### config.mk
export PLATFORM = sky130hd
export DESIGN_NAME = rt_cmd_decoder
export DESIGN_NICKNAME = d
export VERILOG_FILES = /design/src/rtl/rt_cmd_pkg.sv /design/src/rtl/rt_cmd_datapath.sv /design/src/rtl/rt_cmd_control.sv /design/src/rtl/rt_cmd_decoder.sv
export SDC_FILE = /design/constraint.sdc
export NUM_CORES = 1
export LEC_CHECK = 0
export ABC_AREA = 1
export BUFFER_PORTS_ARGS = -buffer_cell sky130_fd_sc_hd__buf_2
export CAP_MARGIN = 0
export CORE_ASPECT_RATIO = 0.8
export CORE_MARGIN = 2
export CORE_UTILIZATION = 58
export CTS_BUF_LIST = sky130_fd_sc_hd__clkbuf_16
export DETAILED_ROUTE_END_ITERATION = 16
export GPL_ROUTABILITY_DRIVEN = 0
export PLACE_DENSITY = 0.84
export SETUP_SLACK_MARGIN = 0.5
export SLEW_MARGIN = 20
export SYNTH_ARGS = -nofsm -noshare
export SYNTH_HDL_FRONTEND = slang
export SYNTH_HIERARCHICAL = 1
export SYNTH_SLANG_ARGS = --single-unit
### constraint.sdc
create_clock -name clk -period 4.5 [get_ports clk]
set_input_delay 0.225 -clock clk [delete_from_list [all_inputs] [get_ports clk]]
set_output_delay 0.225 -clock clk [all_outputs]
set_load 0.01 [all_outputs]
### src/rtl/rt_cmd_pkg.sv
package rt_cmd_pkg;

  localparam int FIELD_W  = 5;
  localparam int WORD_W   = 16;
  localparam int COUNT_W  = FIELD_W + 1;
  localparam logic [FIELD_W-1:0] BCAST_ADDR = '1;
  localparam logic [FIELD_W-1:0] ALT_MODE_SA = '1;

  // control -> datapath strobes
  typedef struct packed {
    logic load;
    logic startTimer;
    logic abortTimer;
  } ctlStrobe_t;

  // datapath -> control decode of the word on cmdWord
  typedef struct packed {
    logic accept;
    logic bcast;
    logic isMode;
    logic legal;
    logic needsData;
  } cmdDecode_t;

  function automatic logic modeDefined(input logic [FIELD_W-1:0] code, input logic tr);
    case (code)
      5'd0, 5'd1, 5'd2, 5'd3, 5'd4, 5'd5, 5'd6, 5'd7, 5'd8,
      5'd16, 5'd18, 5'd19: modeDefined = tr;
      5'd17, 5'd20, 5'd21: modeDefined = !tr;
      default:             modeDefined = 1'b0;
    endcase
  endfunction

  function automatic logic bcastForbidden(input logic [FIELD_W-1:0] code);
    bcastForbidden = (code == 5'd2) || (code == 5'd16) || (code == 5'd18) || (code == 5'd19);
  endfunction

endpackage

### src/rtl/rt_cmd_datapath.sv
module rt_cmd_datapath
  import rt_cmd_pkg::*;
#(
  parameter int CLK_MHZ  = 16,
  parameter int LONG_US  = 12,
  parameter int SHORT_US = 4
) (
  input  logic               clk,
  input  logic               rstN,
  input  logic [FIELD_W-1:0] addrPins,
  input  logic               addrParPin,
  input  logic               shortRespEn,
  input  logic [WORD_W-1:0]  cmdWord,
  input  ctlStrobe_t         ctl,
  output cmdDecode_t         dec,
  output logic [COUNT_W-1:0] dataWords,
  output logic               addrValid,
  output logic               storeReleased,
  output logic               cmdIsTx,
  output logic               cmdIsMode,
  output logic               cmdBroadcast,
  output logic [FIELD_W-1:0] cmdSubAddr,
  output logic [FIELD_W-1:0] cmdCode,
  output logic [COUNT_W-1:0] cmdWordCount,
  output logic               timerBusy,
  output logic               respStart
);

  localparam int LONG_CYC  = LONG_US * CLK_MHZ;
  localparam int SHORT_CYC = SHORT_US * CLK_MHZ;
  localparam int TMR_W     = $clog2(LONG_CYC + 1);

  logic [FIELD_W-1:0] ownAddr;
  logic               ownPar;
  logic [TMR_W-1:0]   tmrCnt;

  // address capture while reset is held
  always_ff @(posedge clk) begin
    if (!rstN) begin
      ownAddr <= addrPins;
      ownPar  <= addrParPin;
    end
  end

  assign addrValid = (^{ownPar, ownAddr}) && (ownAddr != BCAST_ADDR);

  always_ff @(posedge clk) storeReleased <= &{addrParPin, addrPins};

  // field split
  logic [FIELD_W-1:0] cAddr, cSa, cCode;
  logic               cTr;
  logic [COUNT_W-1:0] cWords;
  assign cAddr = cmdWord[WORD_W-1 -: FIELD_W];
  assign cTr   = cmdWord[2*FIELD_W];
  assign cSa   = cmdWord[2*FIELD_W-1 -: FIELD_W];
  assign cCode = cmdWord[FIELD_W-1:0];
  assign cWords = (cCode == '0) ? COUNT_W'(1 << FIELD_W) : {1'b0, cCode};

  always_comb begin
    dec.bcast     = (cAddr == BCAST_ADDR);
    dec.accept    = dec.bcast || (addrValid && (cAddr == ownAddr));
    dec.isMode    = (cSa == '0) || ((cSa == ALT_MODE_SA) && !shortRespEn);
    if (dec.isMode) begin
      dec.legal     = modeDefined(cCode, cTr) && !(dec.bcast && bcastForbidden(cCode));
      dec.needsData = !cTr && cCode[FIELD_W-1];
      dataWords     = COUNT_W'(1);
    end else begin
      dec.legal     = !(dec.bcast && cTr);
      dec.needsData = !cTr;
      dataWords     = cWords;
    end
  end

  // decoded field registers
  always_ff @(posedge clk) begin
    if (!rstN) begin
      cmdIsTx      <= 1'b0;
      cmdIsMode    <= 1'b0;
      cmdBroadcast <= 1'b0;
      cmdSubAddr   <= '0;
      cmdCode      <= '0;
      cmdWordCount <= '0;
    end else if (ctl.load) begin
      cmdIsTx      <= cTr;
      cmdIsMode    <= dec.isMode;
      cmdBroadcast <= dec.bcast;
      cmdSubAddr   <= cSa;
      cmdCode      <= cCode;
      cmdWordCount <= dec.isMode ? '0 : cWords;
    end
  end

  // response delay timer
  always_ff @(posedge clk) begin
    if (!rstN) begin
      timerBusy <= 1'b0;
      tmrCnt    <= '0;
      respStart <= 1'b0;
    end else begin
      respStart <= 1'b0;
      if (ctl.startTimer) begin
        timerBusy <= 1'b1;
        tmrCnt    <= shortRespEn ? TMR_W'(SHORT_CYC - 1) : TMR_W'(LONG_CYC - 1);
      end else if (ctl.abortTimer) begin
        timerBusy <= 1'b0;
      end else if (timerBusy) begin
        if (tmrCnt == '0) begin
          timerBusy <= 1'b0;
          respStart <= 1'b1;
        end else begin
          tmrCnt <= tmrCnt - 1'b1;
        end
      end
    end
  end

endmodule

### src/rtl/rt_cmd_control.sv
module rt_cmd_control
  import rt_cmd_pkg::*;
(
  input  logic               clk,
  input  logic               rstN,
  input  logic               cmdStrobe,
  input  logic               dataStrobe,
  input  logic               msgRejectN,
  input  cmdDecode_t         dec,
  input  logic [COUNT_W-1:0] dataWords,
  input  logic               timerBusy,
  output ctlStrobe_t         ctl,
  output logic               cmdValid,
  output logic               headerRcvd,
  output logic               msgError
);

  typedef enum logic [1:0] {ST_IDLE, ST_RXDATA, ST_RESP} ctlState_t;

  ctlState_t          state;
  logic [COUNT_W-1:0] remain;
  logic               headerDue;
  logic               bcastMsg;
  logic               lastWord;

  assign lastWord = (state == ST_RXDATA) && dataStrobe && (remain == COUNT_W'(1));

  always_comb begin
    ctl = '0;
    if (cmdStrobe) begin
      ctl.load       = dec.accept;
      ctl.startTimer = dec.accept && !dec.needsData && !dec.bcast;
      ctl.abortTimer = !ctl.startTimer;
    end else if (lastWord && !bcastMsg) begin
      ctl.startTimer = 1'b1;
    end
  end

  always_ff @(posedge clk) begin
    if (!rstN) begin
      state      <= ST_IDLE;
      remain     <= '0;
      headerDue  <= 1'b0;
      bcastMsg   <= 1'b0;
      cmdValid   <= 1'b0;
      headerRcvd <= 1'b0;
      msgError   <= 1'b0;
    end else begin
      cmdValid   <= 1'b0;
      headerRcvd <= 1'b0;
      if (cmdStrobe) begin
        if (dec.accept) begin
          cmdValid  <= 1'b1;
          msgError  <= !dec.legal || !msgRejectN;
          bcastMsg  <= dec.bcast;
          remain    <= dataWords;
          headerDue <= !dec.isMode;
          if (dec.needsData)  state <= ST_RXDATA;
          else if (dec.bcast) state <= ST_IDLE;
          else                state <= ST_RESP;
        end else begin
          state <= ST_IDLE;
        end
      end else begin
        case (state)
          ST_RXDATA: begin
            if (!msgRejectN) msgError <= 1'b1;
            if (dataStrobe) begin
              headerRcvd <= headerDue;
              headerDue  <= 1'b0;
              if (lastWord) state  <= bcastMsg ? ST_IDLE : ST_RESP;
              else          remain <= remain - 1'b1;
            end
          end
          ST_RESP: begin
            if (!msgRejectN) msgError <= 1'b1;
            if (!timerBusy) state <= ST_IDLE;
          end
          default: state <= ST_IDLE;
        endcase
      end
    end
  end

endmodule

### src/rtl/rt_cmd_decoder.sv
module rt_cmd_decoder
  import rt_cmd_pkg::*;
#(
  parameter int CLK_MHZ  = 16,
  parameter int LONG_US  = 12,
  parameter int SHORT_US = 4
) (
  input  logic        clk,
  input  logic        rstN,
  input  logic [4:0]  addrPins,
  input  logic        addrParPin,
  input  logic        shortRespEn,
  input  logic        msgRejectN,
  input  logic        cmdStrobe,
  input  logic [15:0] cmdWord,
  input  logic        dataStrobe,
  output logic        addrValid,
  output logic        storeReleased,
  output logic        cmdValid,
  output logic        headerRcvd,
  output logic        cmdIsTx,
  output logic        cmdIsMode,
  output logic        cmdBroadcast,
  output logic [4:0]  cmdSubAddr,
  output logic [4:0]  cmdCode,
  output logic [5:0]  cmdWordCount,
  output logic        msgError,
  output logic        respStart
);

  ctlStrobe_t         ctl;
  cmdDecode_t         dec;
  logic [COUNT_W-1:0] dataWords;
  logic               timerBusy;

  rt_cmd_datapath #(
    .CLK_MHZ(CLK_MHZ), .LONG_US(LONG_US), .SHORT_US(SHORT_US)
  ) u_dp (
    .clk(clk), .rstN(rstN), .addrPins(addrPins), .addrParPin(addrParPin),
    .shortRespEn(shortRespEn), .cmdWord(cmdWord), .ctl(ctl), .dec(dec),
    .dataWords(dataWords), .addrValid(addrValid), .storeReleased(storeReleased),
    .cmdIsTx(cmdIsTx), .cmdIsMode(cmdIsMode), .cmdBroadcast(cmdBroadcast),
    .cmdSubAddr(cmdSubAddr), .cmdCode(cmdCode), .cmdWordCount(cmdWordCount),
    .timerBusy(timerBusy), .respStart(respStart)
  );

  rt_cmd_control u_ctl (
    .clk(clk), .rstN(rstN), .cmdStrobe(cmdStrobe), .dataStrobe(dataStrobe),
    .msgRejectN(msgRejectN), .dec(dec), .dataWords(dataWords),
    .timerBusy(timerBusy), .ctl(ctl), .cmdValid(cmdValid),
    .headerRcvd(headerRcvd), .msgError(msgError)
  );

endmodule

==> results of run 1 <==
-- Yosys cell counts --
| library cell | instances |
|---|---|
| dfxtp_1 | 43 |
| o31ai_1 | 1 |
| o2111ai_1 | 1 |
| o21ai_2 | 1 |
| nor2_1 | 40 |
| nand3b_1 | 1 |
| nand3_1 | 26 |
| nand2_2 | 2 |
| a21oi_2 | 3 |
| or2_0 | 1 |
| o32ai_1 | 1 |
| o21ai_1 | 6 |
| a21oi_4 | 1 |
| nand2_1 | 75 |
| ha_1 | 7 |
| xnor2_1 | 5 |
| nor2_2 | 2 |
| inv_1 | 43 |
| nand4_1 | 3 |
| inv_2 | 8 |
| nor3_1 | 4 |
| a21oi_1 | 26 |
| buf_6 | 1 |
| nand2_4 | 1 |
| o211ai_1 | 1 |
| o21ai_0 | 27 |
| nor3_2 | 1 |
| clkbuf_1 | 4 |
| nand3_2 | 1 |
| edfxtp_1 | 6 |
| and2_1 | 1 |
| a31oi_1 | 1 |
| buf_4 | 1 |
| xor2_1 | 5 |
| buf_2 | 2 |
-- flip-flops by register name, indices dropped and copies added, names as in the netlist --
register and flops:
u_dp/respStart 1, u_ctl/headerRcvd 1, u_dp/timerBusy 1, u_dp/ownPar 1, u_dp/cmdIsMode 1, u_ctl/cmdValid 1, u_ctl/headerDue 1, u_dp/cmdWordCount 6
u_dp/cmdIsTx 1, u_ctl/msgError 1, u_dp/tmrCnt 8, u_ctl/bcastMsg 1, u_ctl/state 2, u_ctl/remain 6, u_dp/cmdSubAddr 5, u_dp/cmdCode 5
u_dp/storeReleased 1, u_dp/ownAddr 5, u_dp/cmdBroadcast 1
-- worst reg2reg max path, stage by stage, from the launching register on --
cell and delay (ps):
edfxtp_1 420, ha_1 330, xor2_1 210, xnor2_1 140, and2_1 150, nand2_1 50, nand2_1 110, nand2_1 160
inv_1 600, inv_1 290, nor2_1 170, nor2_1 60
-- per-layer routing --
| metal | routed length, um | track usage [%] |
|---|---|---|
| met1 | 2750 | 34.6 |
| met2 | 2520 | 37.1 |
| met3 | 325 | 4.77 |
| met4 | 47 | 6.70 |
| met5 | 0 | 0 |
-- logic make-up after synthesis --
group,after synthesis,synth area share [%]
AOI/OAI and AO/OA,69,15.3
xor gates and xnor gates,10,3.48
DFF,49,41.4
and+or+nand+nor,158,26.9
adders and majority gates,7,3.48
buffers and inverters,59,9.36
-- final cells by class --
class / count / area (um^2)
Clock inverter: 2 / 11.3
Sequential cell: 49 / 1040
Fill cell: 341 / 1210
Inverter: 51 / 191
Clock buffer: 6 / 150
Tap cell: 57 / 71.3
Timing Repair Buffer: 52 / 260
Multi-Input combinational cell: 244 / 1240
-- power by group --
part           internal [mW]  switching [mW]
Clock                  0.238           0.153
Sequential             0.456         0.00838
Combinational         0.0479          0.0763
-- metrics by stage --
stage                     power [mW]  instance area [um^2]  setup slack (ps)
after floorplan                0.554                  2510              2230
after CTS                      0.985                  2960              1730
after global routing            1.02                  2960              1420
final                          0.979                  2960              1710
after global placement         0.592                  2800              1880
after detailed placement       0.596                  2800              1740
-- final timing paths --
check	startpoint	endpoint	cells past startpoint	slack, ps
max	u_dp/ownAddr[2]	u_dp/cmdSubAddr[4]	11	1710
min	addrParPin	u_dp/ownPar	1	130
max reg2reg	u_dp/ownAddr[2]	u_dp/cmdSubAddr[4]	11	1710
min reg2reg	u_dp/cmdWordCount[0]	u_dp/cmdWordCount[0]	2	470
==> flow_summary.json, run 1 <==
{
  "grt-ovfl-total": 0,
  "holdWs_ps": 132,
  "final_util_pct": 70.9,
  "grt_pass1_vias": 2136,
  "cts_tree": "done",
  "clockBufferDepth": 2,
  "tightestPinTransition_ps": 742,
  "max_freq_mhz": 359,
  "syn2layout_area_growth_pct": 17.9,
  "cpPeakStageDelay_ps": 600,
  "post_cts_buffers": 0,
  "cts.sinks": 49,
  "final_cell_mix": "nand2_1, buf_2, inv_1, dfxtp_1, nor2_1",
  "cp.arrival_ps": 2960,
  "die_area_um2": 4880,
  "die_x_um": 77.6,
  "io_buffer_count": 52,
  "ys_types": 35,
  "dr.first_iter.drc_count": 202,
  "path_class": "reg2reg",
  "holdBufCountCts": 0,
  "drcViolationCount": 0,
  "rsz0062_at_grt": "false",
  "worstSetupEndpointType": "flip-flop",
  "finalCritPeriodShare_pct": 61.9,
  "setup_violations": 0,
  "drive_gt1_share_pct": 19.6,
  "top_level_ports": 53,
  "maxSlewHeadroom_pct": 50.5,
  "powerDensity_nw_per_um2": 331,
  "num_vias": 2388,
  "start_util_pct": 60.2,
  "nets": 438,
  "coreArea_um2": 4180,
  "final_common_cell": "nand2_1",
  "path_clk_slew_ps": 60,
  "cp_max_fo": 31,
  "grt_use_total_pct": 24.1,
  "synth.area.top_cells": "dfxtp_1, nand2_1, edfxtp_1",
  "synth_largest_area_cell": "dfxtp_1",
  "critPathBufInv": 2,
  "power_leakage_nw": 1.42,
  "cts_resized": 0,
  "outcome": "complete, no violations",
  "synth_fp_nets": 387,
  "drv_slew": 0,
  "cap_violations": 0,
  "root_buffer": "clkbuf_16",
  "crit_required_ps": 4680,
  "critPathSlowestCell": "inv_1",
  "avgSynthCellArea_um2": 7.14,
  "numCtsBuffers": 5,
  "clock_skew_ps": 3.68,
  "yosys_warnings": 6,
  "dr.pass1.iters": 4,
  "vias_per_cell": 5.18,
  "final_cells": 461,
  "h-tree-depth": 2,
  "clock_latency_ps": 280,
  "startpoint_type": "flip-flop",
  "cpMostUsedCell": "nand2_1",
  "dp.cells": 453,
  "ys_seq_area_share_pct": 41.4,
  "path_delay_family": "buffers and inverters",
  "ys_seq_elements": 49,
  "syn_area_um2": 2510,
  "vdd_drop_max_mv": 0.242,
  "rows": 21,
  "finalHoldViolCount": 0,
  "min_period_ps": 2790,
  "setup_tns_ps": 0,
  "die_h_um": 62.9,
  "wire_per_inst_um": 12.2,
  "syn_inst": 352,
  "diodes": 0,
  "grt_pass1_wl_um": 9560,
  "grt_antenna_before_repair": 0,
  "drtAntennaViolNets": 0,
  "routed_wl_um": 5640,
  "hold_path.class": "in2reg",
  "yosys.area.top_type_share_pct": 34.2,
  "place_hpwl_um": 4100,
  "cp_cell_sequence": "ha_1, xor2_1, xnor2_1, and2_1, nand2_1, nand2_1, nand2_1, inv_1, inv_1, nor2_1, nor2_1",
  "grt_max_degree": 32
}
Power figures use the tool's default switching activity.
==> run 2, diff against run 1 <==
ABC_AREA = 0   (was 1)
CORE_UTILIZATION = 54   (was 58)
PLACE_DENSITY = 0.79   (was 0.84)
clock period = 2.7 ns   (was 4.5 ns; I/O delays follow)
==> run 2 against run 1 <==
Effect of this change: critical path type unchanged; maximum frequency is 4.0% higher; register-to-register slack worse by 1700 ps; sequential cell count stayed put; total power is 66% higher; utilization is 6.8 points higher.
==> flow_summary.json, run 2 <==
{
  "powerDensity_nw_per_um2": 488,
  "cap_violations": 0,
  "synth_common_cells": "dfxtp_1, nor2_1, nand2_1",
  "p_int_mw": 1.21,
  "synth_fp_nets": 305,
  "power_leakage_nw": 1.39,
  "grt_pass1_vias": 2308,
  "cpPeakStageDelay_ps": 430,
  "die_area_um2": 5130,
  "grt_max_degree": 28,
  "grt_antenna_before_repair": 0,
  "critPathSlowestCell": "edfxtp_1",
  "total_power_mw": 1.63,
  "nets": 380,
  "drtAntennaViolNets": 0,
  "finalHoldViolCount": 0,
  "clockBufferDepth": 2,
  "p_sw_share_pct": 25.8,
  "ys_seq_elements": 49,
  "top_usage_layer": "met2",
  "final_cell_mix": "buf_2, dfxtp_1, nor2_1",
  "path_delay_family": "compound AO/OA/AOI/OAI gates",
  "coreArea_um2": 4280,
  "combPwrFrac_pct": 13.7,
  "top_register": "u_dp/tmrCnt",
  "r2r_slack_ps": 20,
  "start_util_pct": 57.6,
  "grt-ovfl-total": 0,
  "drcViolationCount": 0,
  "final_common_cell": "buf_2",
  "setup_violations": 0,
  "io_buffer_count": 52,
  "async_flop_share_pct": 0,
  "grt_pass1_wl_um": 11300,
  "hold_start": "addrPins[0]",
  "drv_slew": 0,
  "maxSlewHeadroom_pct": 34.3,
  "pwr-share-seq_pct": 47.4,
  "crit_required_ps": 2880,
  "holdBufCountCts": 0,
  "dr.pass1.iters": 4,
  "startpoint_type": "flip-flop",
  "path_class": "reg2reg",
  "r2r_end": "u_dp/tmrCnt[7]",
  "syn_area_um2": 2470,
  "cp.arrival_ps": 2860,
  "vias_per_cell": 6.00,
  "final_util_pct": 77.7,
  "place_hpwl_um": 4040,
  "clock_latency_ps": 300,
  "use_met3_pct": 5.29,
  "met1_usage_pct": 36.9,
  "grt_use_total_pct": 28.6,
  "root_buffer": "clkbuf_16",
  "min_to": "u_dp/ownAddr[0]",
  "min_period_ps": 2680,
  "clock_power_share_pct": 39.0,
  "syn_inst": 270,
  "outcome": "complete, no violations",
  "worstSetupEndpointType": "flip-flop",
  "die_h_um": 64.4,
  "synth.area.top_cells": "dfxtp_1, edfxtp_1, nor2_1",
  "cp_max_fo": 4,
  "dr.first_iter.drc_count": 327,
  "rsz0062_at_grt": "true",
  "wire_per_inst_um": 17.8,
  "largest_register_ffs": 8,
  "yosys.area.top_type_share_pct": 34.9,
  "hold_depth": 1,
  "synth-edff-count": 6,
  "ys_seq_area_share_pct": 42.2,
  "reg2regPathDepth": 13,
  "holdWs_ps": 42.3,
  "top_level_ports": 53,
  "critPathBufInv": 3,
  "top_regs": "u_dp/tmrCnt (8), u_ctl/remain (6), u_dp/cmdWordCount (6)",
  "syn2layout_area_growth_pct": 35.0,
  "die_x_um": 79.6,
  "synth_largest_area_cell": "dfxtp_1",
  "cts.sinks": 49,
  "ys_types": 57,
  "cpMostUsedCell": "nand2_1",
  "r2r-start": "u_dp/ownAddr[1]",
  "yosys_warnings": 6,
  "num_vias": 2420,
  "numCtsBuffers": 5,
  "setup_tns_ps": 0,
  "routed_wl_um": 7160,
  "cp_cell_sequence": "ha_1, xor2_1, xnor2_1, mux2i_1, a21o_1, nand2_2, inv_4, nand2_1, o31ai_4, buf_6, buf_4, nand2_1, o311a_1",
  "rows": 21,
  "yosysMostFrequentCell": "dfxtp_1",
  "hold_path.class": "in2reg",
  "synthFlopType": "dfxtp_1",
  "h-tree-depth": 2,
  "vdd_drop_max_mv": 0.321,
  "diodes": 0,
  "regArea_um2": 1040,
  "path_clk_slew_ps": 70,
  "finalCritPeriodShare_pct": 99.3,
  "max_freq_mhz": 373,
  "p_sw_mw": 0.420,
  "grt_use_met2_pct": 46.5,
  "fill_cells": 272,
  "drive_gt1_share_pct": 35.0,
  "tightestPinTransition_ps": 985,
  "cts_tree": "done",
  "clock_skew_ps": 7.52,
  "avgSynthCellArea_um2": 9.13,
  "multiInputGateArea_um2": 1440
}
==> run 2: per-layer routing <==
| metal | part of all wire [%] | wire length, um | up-vias |
|---|---|---|---|
| met5 | 0 | 0 | - |
| met4 | 3.5 | 251 | 0 |
| met3 | 5.7 | 408 | 25 |
| met2 | 49 | 3490 | 114 |
| met1 | 42 | 3000 | 1158 |
| li1 | - | - | 1123 |
==> run 2: layout make-up <==
class | instances | area share (%)
clock buffers | 5 | 3.76
clock inverters | 3 | 0.752
inverters | 17 | 1.99
multi-input cells | 194 | 43.2
flip-flops and latches | 49 | 31.3
well taps | 57 | 2.14
repair buffers | 78 | 16.9
==> run 2: worst max path at each step <==
| stage | slack (ps) | endpoint | depth (start not counted) | start |
|---|---|---|---|---|
| 2_1_floorplan | 190 | u_dp/tmrCnt[7] | 10 | u_dp/ownAddr[0] |
| 3_3_place_gp | 180 | u_dp/tmrCnt[1] | 10 | u_dp/ownAddr[0] |
| 3_5_place_dp | 70 | u_dp/tmrCnt[1] | 10 | u_dp/ownAddr[0] |
| 4_1_cts | 200 | u_dp/tmrCnt[7] | 10 | u_dp/ownAddr[1] |
| 5_1_grt | -60 | u_dp/cmdCode[1] | 12 | u_dp/ownAddr[1] |
| 6_report | 20 | u_dp/tmrCnt[7] | 13 | u_dp/ownAddr[1] |
==> run 2: kinds of logic after synthesis <==
group	share of synthesized area, %
and+or+nand+nor	21.3
DFF	42.2
xor gates and xnor gates	3.91
muxes	5.28
adders and majority gates	3.96
AOI/OAI and AO/OA	17.5
buffers and inverters	5.94
==> run 2: what timing repair did <==
item                                    4_1_cts  5_1_grt
endpoints found under the setup margin       37       40
cloned                                        4        0
pin swaps                                    14       11
setup buffers                                15        4
gates resized for setup                      26       18
==> run 2: power by group through the flow <==
stage                     logic [mW]  clock network [mW]  registers, mW
after global placement         0.168                   0          0.784
after CTS                      0.198               0.637          0.768
after floorplan                0.113                   0          0.785
after detailed placement       0.171                   0          0.785
final                          0.222               0.633          0.770
after global routing           0.239               0.680          0.771
==> run 2: per-stage QoR <==
stage               area [um^2]  instances  worst slack [ps]
floorplan                  2500        270               192
global placement           2760        372               185
detailed placement         2760        372              72.1
CTS                        3220        399               201
global route               3330        403             -59.5
finish                     3330        403              18.7
==> run 3, diff against run 2 <==
CORE_UTILIZATION = 58   (was 54)
PLACE_DENSITY = 0.84   (was 0.79)
clock period = 3.1 ns   (was 2.7 ns; I/O delays follow)
==> run 3 against run 2 <==
Effect of this change: largest power group is now clock; hold slack improved by 12 ps; count of clock-buffer cells in the layout up 1; total power down 7.3%.
==> flow_summary.json, run 3 (same netlist as run 2, synthesis figures left out) <==
{
  "syn2layout_area_growth_pct": 22.4,
  "cp.arrival_ps": 2730,
  "die_h_um": 62.3,
  "num_vias": 2229,
  "clock_skew_ps": 5.71,
  "root_buffer": "clkbuf_16",
  "dr.pass1.iters": 5,
  "critPathSlowestCell": "edfxtp_1",
  "top_level_ports": 53,
  "grt_max_degree": 28,
  "start_util_pct": 59.8,
  "grt-ovfl-total": 0,
  "place_ws_ps": 389,
  "final_cells": 382,
  "critPathBufInv": 0,
  "top_register": "u_dp/tmrCnt",
  "cp_cell_sequence": "ha_1, xor2_1, xnor2_1, mux2i_1, a21o_1, a21oi_2, nor2b_2, nand2_2, o21a_1, o311a_1",
  "final_cell_mix": "buf_2, dfxtp_1, nor2_1",
  "powerDensity_nw_per_um2": 499,
  "routed_wl_um": 5730,
  "path_clk_slew_ps": 60,
  "nets": 359,
  "path_class": "reg2reg",
  "outcome": "complete, no violations",
  "path_delay_family": "compound AO/OA/AOI/OAI gates",
  "setup_ws_ps": 548,
  "largest_register_ffs": 8,
  "wire_per_inst_um": 15.0,
  "drcViolationCount": 0,
  "drtAntennaViolNets": 0,
  "drive_gt1_share_pct": 27.4,
  "setup_violations": 0,
  "cp_max_fo": 4,
  "top_regs": "u_dp/tmrCnt (8), u_ctl/remain (6), u_dp/cmdWordCount (6)",
  "fill_cells": 316,
  "cpPeakStageDelay_ps": 400,
  "vias_per_cell": 5.84,
  "power_leakage_nw": 1.25,
  "vdd_drop_max_mv": 0.300,
  "worstSetupEndpointType": "flip-flop",
  "tightestPinTransition_ps": 855,
  "clock_latency_ps": 290,
  "finalCritPeriodShare_pct": 82.3,
  "cts_tree": "done",
  "final_common_cell": "buf_2",
  "min_period_ps": 2550,
  "die_area_um2": 4790,
  "hold_path.class": "in2reg",
  "rows": 21,
  "dr.first_iter.drc_count": 155,
  "dp.cells": 369,
  "io_buffer_count": 52,
  "diodes": 0,
  "finalHoldViolCount": 0,
  "grt_antenna_before_repair": 0,
  "startpoint_type": "flip-flop",
  "cts.sinks": 49,
  "numCtsBuffers": 5,
  "rsz0062_at_grt": "true",
  "grt_pass1_vias": 2083,
  "grt_pass1_wl_um": 9370,
  "h-tree-depth": 2,
  "r2r_slack_ps": 550,
  "cap_violations": 0,
  "max_freq_mhz": 392,
  "maxSlewHeadroom_pct": 42.9,
  "clockBufferDepth": 2,
  "coreArea_um2": 4130,
  "place_hpwl_um": 3900,
  "setup_tns_ps": 0,
  "drv_slew": 0,
  "crit_required_ps": 3280,
  "grt_use_total_pct": 24.4,
  "die_x_um": 76.9
}
## run 3: changes by cell type in the layout (fill, tap and decap cells not counted), moves of 2 or more
cell / previous run / this run
a21oi_2: 4 / 2
buf_6: 9 / 1
nor2_4: 3 / 0
buf_16: 3 / 0
nand2b_4: 2 / 0
nor2_1: 36 / 39
a21oi_1: 8 / 10
mux2i_2: 2 / 0
buf_4: 13 / 5
mux2i_1: 11 / 13
## run 3: layout make-up
class	instances	area (um^2)	area share, %
repair buffers	58	309	10.2
clock buffers	6	150	4.97
flip-flops and latches	49	1040	34.5
multi-input cells	193	1340	44.5
inverters	17	66.3	2.20
well taps	57	71.3	2.36
clock inverters	2	38.8	1.28
## run 3: metrics by stage
| stage | hold WS (ps) | area (um^2) | util [%] | power, mW |
|---|---|---|---|---|
| 2_1_floorplan | 254 | 2470 | - | 0.781 |
| 3_3_place_gp | 351 | 2720 | 66.0 | 0.825 |
| 3_5_place_dp | 350 | 2720 | 66.0 | 0.828 |
| 4_1_cts | 54.4 | 2940 | 71.2 | 1.50 |
| 5_1_grt | 44.3 | 3020 | 73.2 | 1.56 |
| 6_report | 54.0 | 3020 | 73.2 | 1.51 |
## run 3: repair_timing
action                                  CTS  global route
pin swaps                                 1             7
endpoints found under the setup margin    8            30
hold buffers                              0             0
setup buffers                             1             4
gates resized for setup                   4            12
## run 3: worst reg2reg max path: stages, from the launching register on
cell	delay [ps]
edfxtp_1	400
ha_1	320
xor2_1	150
xnor2_1	190
mux2i_1	240
a21o_1	230
a21oi_2	100
nor2b_2	200
nand2_2	110
o21a_1	230
o311a_1	280
## run 3: final timing paths
check                                          start                    to  cells past startpoint
worst max register to register       u_dp/ownAddr[1]        u_dp/tmrCnt[7]                     10
worst min register to register  u_dp/cmdWordCount[0]  u_dp/cmdWordCount[0]                      2
worst max-delay path                 u_dp/ownAddr[1]        u_dp/tmrCnt[7]                     10
worst min-delay path                     addrPins[1]       u_dp/ownAddr[1]                      1
## run 3: routing by layer
layer | track usage [%] | share of wire (%)
met2 | 37.9 | 47
met1 | 33.6 | 45
met5 | 0 | 0
met3 | 4.80 | 6.3
met4 | 9.32 | 1.4
## run 3: report_power, final
group / internal [mW] / switching, mW / total, mW
Combinational: 0.0677 / 0.0907 / 0.158
Sequential: 0.658 / 0.0111 / 0.669
Clock: 0.433 / 0.247 / 0.680
Total: 1.16 / 0.349 / 1.51
